### config.mk
export PLATFORM = sky130hd
export DESIGN_NAME = fid_watchdog
export DESIGN_NICKNAME = d
export VERILOG_FILES = /design/src/rtl/fwd_pkg.sv /design/src/rtl/fwd_timeout.sv /design/src/rtl/fwd_stretch.sv /design/src/rtl/fwd_flags.sv /design/src/rtl/fid_watchdog.sv
export SDC_FILE = /design/constraint.sdc
export NUM_CORES = 1
export LEC_CHECK = 0
export BUFFER_PORTS_ARGS = -buffer_cell sky130_fd_sc_hd__buf_2
export CAP_MARGIN = 15
export CELL_PAD_IN_SITES_DETAIL_PLACEMENT = 1
export CELL_PAD_IN_SITES_GLOBAL_PLACEMENT = 2
export CORE_MARGIN = 4
export CORE_UTILIZATION = 39
export CTS_BUF_LIST = sky130_fd_sc_hd__clkbuf_8
export DETAILED_ROUTE_END_ITERATION = 16
export PLACE_DENSITY_LB_ADDON = 0.1
export SLEW_MARGIN = 40
export SYNTH_ARGS = -nofsm -noshare
export SYNTH_HDL_FRONTEND = slang
export SYNTH_SLANG_ARGS = --single-unit
### constraint.sdc
create_clock -name clk -period 5.4 [get_ports clk]
set_input_delay 0.54 -clock clk [delete_from_list [all_inputs] [get_ports clk]]
set_output_delay 0.54 -clock clk [all_outputs]
set_load 0.01 [all_outputs]
### src/rtl/fwd_pkg.sv
package fwd_pkg;

    typedef struct packed {
        logic lclk_sel;
        logic seq_en;
        logic out_en;
        logic irq_en;
    } ctrl_t;

    typedef struct packed {
        logic missing;
        logic detected;
    } flags_t;

    function automatic logic [7:0] pack_status(ctrl_t c, flags_t f);
        return {f.missing, f.detected, 2'b00, c};
    endfunction

endpackage

### src/rtl/fwd_timeout.sv
module fwd_timeout #(
    parameter int unsigned SHORT_CYCLES = 32'h80000,
    parameter int unsigned LONG_CYCLES  = 32'h100000
) (
    input  logic clk,
    input  logic rst,
    input  logic window_sel_i,
    input  logic fid_i,
    output logic miss_evt_o
);
    localparam int CW = $clog2(LONG_CYCLES + 1);

    logic [CW-1:0] cnt_q;
    logic [CW-1:0] limit;

    assign limit = window_sel_i ? CW'(LONG_CYCLES) : CW'(SHORT_CYCLES);

    always_ff @(posedge clk) begin
        if (rst || fid_i)
            cnt_q <= '0;
        else if (cnt_q < limit)
            cnt_q <= cnt_q + 1'b1;
    end

    assign miss_evt_o = !fid_i && (cnt_q == limit - 1'b1);


    miss_once_chk: assert property (@(posedge clk) disable iff (rst)
        miss_evt_o |=> !miss_evt_o);


    miss_not_after_fid_chk: assert property (@(posedge clk) disable iff (rst)
        fid_i |=> !miss_evt_o);

endmodule

### src/rtl/fwd_stretch.sv
module fwd_stretch #(
    parameter int unsigned STRETCH_CYCLES = 375000
) (
    input  logic clk,
    input  logic rst,
    input  logic fid_i,
    output logic led_o
);
    localparam int SW = $clog2(STRETCH_CYCLES + 1);

    logic [SW-1:0] cnt_q;

    always_ff @(posedge clk) begin
        if (rst)
            cnt_q <= '0;
        else if (fid_i)
            cnt_q <= SW'(STRETCH_CYCLES);
        else if (cnt_q != '0)
            cnt_q <= cnt_q - 1'b1;
    end

    assign led_o = (cnt_q != '0);


    led_on_after_fid_chk: assert property (@(posedge clk) disable iff (rst)
        fid_i |=> led_o);

endmodule

### src/rtl/fwd_flags.sv
module fwd_flags
    import fwd_pkg::*;
#(
    parameter int CTRL_W = 4
) (
    input  logic              clk,
    input  logic              rst,
    input  logic              det_evt_i,
    input  logic              miss_evt_i,
    input  logic              clear_i,
    input  logic [CTRL_W-1:0] ctrl_set_i,
    input  logic [CTRL_W-1:0] ctrl_clr_i,
    output flags_t            flags_o,
    output ctrl_t             ctrl_o
);
    flags_t flags_q;
    ctrl_t  ctrl_q;

    always_ff @(posedge clk) begin
        if (rst) begin
            flags_q <= '0;
            ctrl_q  <= '0;
        end else begin
            flags_q.detected <= det_evt_i  | (flags_q.detected & ~clear_i);
            flags_q.missing  <= miss_evt_i | (flags_q.missing  & ~clear_i);
            ctrl_q           <= (ctrl_q & ~ctrl_clr_i) | ctrl_set_i;
        end
    end

    assign flags_o = flags_q;
    assign ctrl_o  = ctrl_q;


    miss_set_wins_chk: assert property (@(posedge clk) disable iff (rst)
        miss_evt_i |=> flags_q.missing);


    clear_takes_chk: assert property (@(posedge clk) disable iff (rst)
        (clear_i && !miss_evt_i && !det_evt_i) |=> (flags_q == '0));

endmodule

### src/rtl/fid_watchdog.sv
module fid_watchdog
    import fwd_pkg::*;
#(
    parameter int unsigned SHORT_CYCLES   = 32'h80000,
    parameter int unsigned LONG_CYCLES    = 32'h100000,
    parameter int unsigned STRETCH_CYCLES = 375000
) (
    input  logic       clk,
    input  logic       rst,
    input  logic       window_sel_i,
    input  logic       fid_ext_i,
    input  logic       fid_inject_i,
    input  logic [3:0] ctrl_set_i,
    input  logic [3:0] ctrl_clr_i,
    input  logic       status_rd_i,
    input  logic       flag_clr_i,
    output logic [7:0] status_o,
    output logic       test_q_o,
    output logic       irq_o,
    output logic       led_o
);
    logic   fid;
    logic   miss_evt;
    flags_t flags;
    ctrl_t  ctrl;

    assign fid = fid_ext_i | fid_inject_i;

    fwd_timeout #(
        .SHORT_CYCLES(SHORT_CYCLES),
        .LONG_CYCLES (LONG_CYCLES)
    ) u_timeout (
        .clk         (clk),
        .rst         (rst),
        .window_sel_i(window_sel_i),
        .fid_i       (fid),
        .miss_evt_o  (miss_evt)
    );

    fwd_stretch #(
        .STRETCH_CYCLES(STRETCH_CYCLES)
    ) u_stretch (
        .clk  (clk),
        .rst  (rst),
        .fid_i(fid),
        .led_o(led_o)
    );

    fwd_flags #(
        .CTRL_W(4)
    ) u_flags (
        .clk       (clk),
        .rst       (rst),
        .det_evt_i (fid),
        .miss_evt_i(miss_evt),
        .clear_i   (status_rd_i | flag_clr_i),
        .ctrl_set_i(ctrl_set_i),
        .ctrl_clr_i(ctrl_clr_i),
        .flags_o   (flags),
        .ctrl_o    (ctrl)
    );

    assign status_o = pack_status(ctrl, flags);
    assign test_q_o = flags.missing;
    assign irq_o    = flags.missing & ctrl.irq_en;


    irq_needs_both_chk: assert property (@(posedge clk) disable iff (rst)
        irq_o |-> (status_o[7] && status_o[0]));


    fid_sets_detect_chk: assert property (@(posedge clk) disable iff (rst)
        fid |=> status_o[6]);

endmodule

==> impl_results.md, run 1 <==
- Final Hold Viols: 0
- Core Box Area: 0.00599 mm²
- Max-Cap Viols: 0
- Met1 global-route usage: between 20% and 30%
- Flop2flop setup slack: 3.07 ns
- Count of different cell masters after synthesis: 46
- Setup TNS: 0 ns
- H-tree depth reported by CTS: 2
- Power per cell area: about 240 mW/mm²
- # setup viols final: 0
- Setup crit end kind: output pin
- Crit Path Max Fanout: 9
- Final Max Slew Viols: 0
- CTS root buf: clkbuf_8
- Reg2reg path depth: 6
- Post-cts hold buffer count: 0
- Area delta synth->final: 9.05%
- Syn. warnings: 0
- Share of async-settable or async-resettable flops after synthesis: 0%
- Share of cells above drive strength 1: roughly 15%
- Placed insts: between 300 and 400
- Insertion delay to the later sink of the worst-skew pair: about 0.30 ns
- ANT cells: 0
- Dpl hpwl: 4.06 mm
- Post-synth EDFFs: 0
- Vias per std cell: about 5.7
- Chip Height: between 80 and 90 µm
- Worst EP required: approximately 4.9 ns
- Clock sinks: 46
- Seq cells post-synth: between 40 and 50
- Tightest Hold Check Type: input pin to register
- Tot GR Track Use: roughly 16%
- Netlist Area Pre-Place: about 0.0024 mm²
- CP startpoint kind: register
- Clk pin slew, worst setup/hold paths: 0.09 ns
- Worst VDD drop: between 0.1 and 0.15 mV
- Hold EP: u_flags.ctrl_o[1]
- # Post-CTS Setup Buffers: 0
- Most frequent cells after synthesis: 46 x dfxtp_1, 22 x nor2_1, 20 x nand2_1, 18 x a21oi_1, 16 x nor3_1
- Starting Density: 40.8%
- Routed wire length: about 5.7 mm
- Final WS setup: slightly below 3 ns
- Sequential area share after synthesis: between 30% and 40%
- Outcome: finished, final reports clean
- Grt ovf: 0
- Worst hold start: ctrl_set_i[1]
- Met3 usage: 3.12%
- WHS: ~0.45 ns
- Yosys top cell area share: 37.6%
- WL per Instance: approximately 15 µm
- Max-slew headroom: 51.5%
- Hold Path Cell Cnt: 3
- Pre-antenna DRT Iters: 4
- Final period util: between 40 and 50%
- FP Rows: 28
- Vias post-DR: ~2.1k
- Mapped Cells: 291
- Vias in the first global route: 2,069
- Antenna violations before repair: 0
- Die area: between 0.007 and 0.008 mm²
- I/O Buffers: 23
- Met2 global-route usage: 25.1%
- Avg Cell Area, Syn: 8.41 µm²
- Slew @ Worst Pin: between 0.7 and 0.8 ns
- RSZ-0062 raised after global routing: false
- Crit path DAT: 1.91 ns
- Fin cells: approximately 380
- Die width: a little under 90 µm
- Reg2reg end: u_stretch.cnt_q[4]
- Setup crit start: u_stretch.cnt_q[3]
- Fmax achieved: approximately 0.41 GHz
- Post-layout nets: 322
- Minimum clock period: 2.45 ns
- IO Count: 26
- Busiest grt layer: met2
- CTS Buf Count: 5
- Yosys top cell by area: dfxtp_1
- Largest net degree at the start of global routing: 24
- Post-CTS sizing: 0
- Synth area leaders: dfxtp_1 38%, a21oi_1 3.7%, nor2_1 3.4%
- First-pass GRT wire length: 9.85 mm
- DRC viols: 0
- CTS tree: built
- Leak: 0.907 nW
- Critical R2R Launch: u_stretch.cnt_q[0]
- GPL Wtd Cong: roughly 0.76
- Post-DRT Antenna Nets: 0
- Final Skew: between 0.009 and 0.01 ns
- Most frequent cell after synthesis: dfxtp_1
- Max clock buf depth: 2
- DP Worst Slack: between 2 and 3 ns
- Setup CP Type: register to output pin
- Initial DRC count: 66
- Synth Flop Type: dfxtp_1
==> layout by cell type (no fill, tap or decap), drive strengths merged, types with 8 or more instances in the layout <==
cell type,n
nand2,20
nor3,16
nor4,14
dfxtp,46
nor2,22
inv,11
nand2b,8
nand4,8
a21oi,18
o31ai,10
or4,11
buf,23
or3,10
o21ai,10
nand3,8
==> power breakdown <==
part | switching, mW | internal, mW | leakage, nW | total [mW]
Clock | 0.118 | 0.102 | 0.0524 | 0.220
Combinational | 0.0396 | 0.0259 | 0.478 | 0.0655
Sequential | 0.0131 | 0.349 | 0.376 | 0.362
==> state kept, by name (all words and copies together) (netlist names) <==
signal / count
u_stretch.cnt_q: 19
u_flags.ctrl_o: 4
u_flags.flags_o: 2
u_timeout.cnt_q: 21
==> final cells by class <==
class                           instances  area, µm²
Inverter                               10       37.5
Timing Repair Buffer                   23        115
Sequential cell                        46        921
Clock inverter                          2       8.76
Clock buffer                            6       82.6
Fill cell                             727       3320
Multi-Input combinational cell        216       1410
Tap cell                               75       93.8
==> metal layers <==
layer | wire length, µm | part of all wire (%)
met2 | 2340 | 41
met5 | 0 | 0
met4 | 55 | 0.97
met1 | 3030 | 53
met3 | 249 | 4.4
==> worst max-delay path, cell delays in order (launching register included) <==
cell and delay (ns):
dfxtp_1 0.42, or4_1 0.65, nor3_1 0.23, nand4_1 0.14
buf_2 0.17
==> worst max path at each step <==
stage                           to  slack [ns]
2_1_floorplan  u_timeout.cnt_q[17]        3.10
3_3_place_gp   u_timeout.cnt_q[17]        3.03
3_5_place_dp   u_timeout.cnt_q[17]        2.98
4_1_cts                      led_o        2.96
5_1_grt                      led_o        2.82
6_report                     led_o        2.95
==> per-stage QoR <==
step	util [%]	total power [mW]	area, µm²
floorplan	-	0.417	2450
global placement	42.9	0.434	2570
detailed placement	43.0	0.436	2570
CTS	44.5	0.660	2670
global route	44.5	0.682	2670
finish	44.5	0.647	2670
==> cell families after synthesis <==
logic type | count (synthesis) | share of synthesized area (%)
muxes | 9 | 3.79
other | 1 | 0.153
adders and majority gates | 5 | 2.56
buffers and inverters | 30 | 5.42
AOI/OAI and AO/OA | 53 | 14.1
and+or+nand+nor | 140 | 33.9
DFF | 46 | 37.6
xor gates and xnor gates | 7 | 2.51
Note: power is estimated with default switching activity, not from simulation.
==> run 2, diff against run 1 <==
Settings changed: ABC_AREA set to 1, CORE_UTILIZATION 39 to 34.
Clock period 5.4 ns to 2.35 ns, I/O delays scaled along.
==> run 2 against run 1 <==
  * Synthesized cell count up 23%
  * Combinational power rose to 2.6 times the previous value
  * First-iteration DRC count is 44% lower
  * Clock skew barely moved
  * Clock-buffer cell count shrank 1
  * Critical endpoint unchanged
  * Largest power group unchanged
  * Highest routed layer unchanged
==> impl_results.md, run 2 <==
- Outcome: finished, final reports clean
- Syn. warnings: 0
- H-tree depth reported by CTS: 2
- Core Box Area: between 0.006 and 0.007 mm²
- Crit Path Max Fanout: 6
- Clock sinks: 46
- Worst hold start: ctrl_set_i[1]
- CTS root buf: clkbuf_8
- Most frequent cells after synthesis: 67 x nand2_1, 59 x nor2_1, 46 x dfxtp_1, 45 x inv_1, 30 x nand3_1
- Yosys top cell by area: dfxtp_1
- Vias post-DR: ~2.2k
- Die width: between 90 and 100 µm
- # setup viols final: 0
- Flop2flop setup slack: approximately 0.7 ns
- Post-cts hold buffer count: 0
- Worst VDD drop: around 0.26 mV
- Grt ovf: 0
- Max-slew headroom: between 50% and 60%
- Tightest Hold Check Type: input pin to register
- Share of async-settable or async-resettable flops after synthesis: 0%
- Vias per std cell: between 4 and 5
- Mapped Cells: between 300 and 400
- DRC viols: 0
- Slew @ Worst Pin: roughly 0.63 ns
- Crit path DAT: 1.57 ns
- Yosys top cell area share: 37.4%
- Final Skew: ~0.0088 ns
- Setup CP Type: register to output pin
- Initial DRC count: 37
- Largest net degree at the start of global routing: 17
- Final Hold Viols: 0
- Setup crit end kind: output pin
- FP Rows: 30
- Most frequent cells in the layout: 67 x nand2_1, 59 x nor2_1, 47 x inv_1
- Final Max Slew Viols: 0
- Chip Height: between 90 and 100 µm
- ANT cells: 0
- Fillers: roughly 960
- Power per cell area: 566 mW/mm²
- First-pass GRT wire length: roughly 11 mm
- GPL Wtd Cong: around 0.74
- Most frequent cell after synthesis: nand2_1
- Critical R2R Launch: u_timeout.cnt_q[20]
- Vias in the first global route: 2,301
- Fmax achieved: ~0.55 GHz
- Seq cells post-synth: 46
- Fin area: between 0.002 and 0.003 mm²
- WL per Instance: ~13 µm
- I/O Buffers: 23
- Insertion delay to the later sink of the worst-skew pair: 0.30 ns
- Reg2reg end: u_timeout.cnt_q[13]
- Post-DRT Antenna Nets: 0
- Dpl hpwl: 4.80 mm
- Area delta synth->final: 12.7%
- Count of different cell masters after synthesis: 34
- WHS: roughly 0.14 ns
- Share of cells above drive strength 1: between 10% and 20%
- Setup TNS: 0 ns
- Commonest non-fill, non-tap cell in the layout: nand2_1
- Post-CTS sizing: 0
- Max clock buf depth: 2
- Netlist Area Pre-Place: approximately 0.0025 mm²
- Synth area leaders: dfxtp_1 37%, nand2_1 10%, nor2_1 9.0%
- Hold EP: u_flags.ctrl_o[1]
- Starting Density: 35.6%
- Routed wire length: ~6.2 mm
- CP startpoint kind: register
- Worst EP required: approximately 2.1 ns
- IO Count: 26
- Post-synth EDFFs: 0
- Avg Cell Area, Syn: just under 7 µm²
- Top reg by flops: u_timeout.cnt_q
- Reg2reg path depth: 9
- Minimum clock period: around 1.8 ns
- Max FFs per register: 21
- # Post-CTS Setup Buffers: 0
- Leak: ~1.2 nW
- Post-layout nets: about 400
- Final period util: about three quarters
- Sequential area share after synthesis: 37.4%
- RSZ-0062 raised after global routing: false
- Clk pin slew, worst setup/hold paths: 0.09 ns
- Pre-antenna DRT Iters: 4
- Antenna violations before repair: 0
- Hold Path Cell Cnt: 3
- CTS tree: built
- CTS Buf Count: 5
- Max-Cap Viols: 0
- Die area: 0.00866 mm²
- Tot GR Track Use: roughly 15%
- Synth Flop Type: dfxtp_1
- Placed inst area: between 0.002 and 0.003 mm²
run 2: per-stage QoR:
step	total power, mW	cells	utilization [%]	worst slack [ns]
after floorplan	0.960	358	-	0.887
after global placement	1.01	471	38.6	0.697
after detailed placement	1.01	471	38.6	0.641
final	1.57	479	40.1	0.544
after CTS	1.60	479	40.1	0.508
after global routing	1.66	479	40.1	0.360
run 2: report_power, final:
part           switching [mW]  internal [mW]  total, mW
clock                   0.268          0.310      0.578
combinational           0.108         0.0629      0.171
sequential             0.0189          0.802      0.820
total                   0.395           1.17       1.57
run 2: critical path, stage by stage, from the launching register on:
cell and delay (ns):
dfxtp_1 0.37, inv_1 0.13, ha_1 0.19, nand2_1 0.06, nor2_1 0.10, nand2_1 0.05, nor2_1 0.11, nand2_2 0.10
buf_2 0.16
run 2: layout make-up:
type	instances	area [µm²]	share of cell area [%]
clock buffer	5	68.8	2.48
tap	96	120	4.33
timing repair buffer	26	138	4.97
sequential	46	921	33.2
clock inverter	3	37.5	1.35
inverter	46	173	6.23
multi-input combinational	257	1310	47.4
run 2: how the worst max path moves through the flow:
stage	cells past startpoint	slack (ns)	end	from
floorplan	9	0.89	u_timeout.cnt_q[13]	u_timeout.cnt_q[20]
global placement	11	0.70	u_timeout.cnt_q[13]	window_sel_i
detailed placement	11	0.64	u_timeout.cnt_q[13]	window_sel_i
CTS	8	0.51	led_o	u_stretch.cnt_q[0]
global route	8	0.36	led_o	u_stretch.cnt_q[0]
finish	8	0.54	led_o	u_stretch.cnt_q[0]
run 2: kinds of logic (layout without fill, tap and decap cells):
logic type	count (synthesis)	count (layout)	synth area share, %
AOI/OAI and AO/OA	45	45	9.97
xor gates and xnor gates	7	7	2.49
adders and majority gates	5	5	2.54
buffers and inverters	55	80	9.31
DFF	46	46	37.4
other	1	2	0.152
and+or+nand+nor	198	198	38.1
run 2: per-layer routing:
metal  GRT usage (%)  share of wire (%)  vias to the layer above
met2            29.1                 53                       11
li1                -                  -                     1178
met1            17.8                 45                     1037
met3            2.49                1.7                        6
met5               0                  0                        -
met4            4.40               0.94                        0
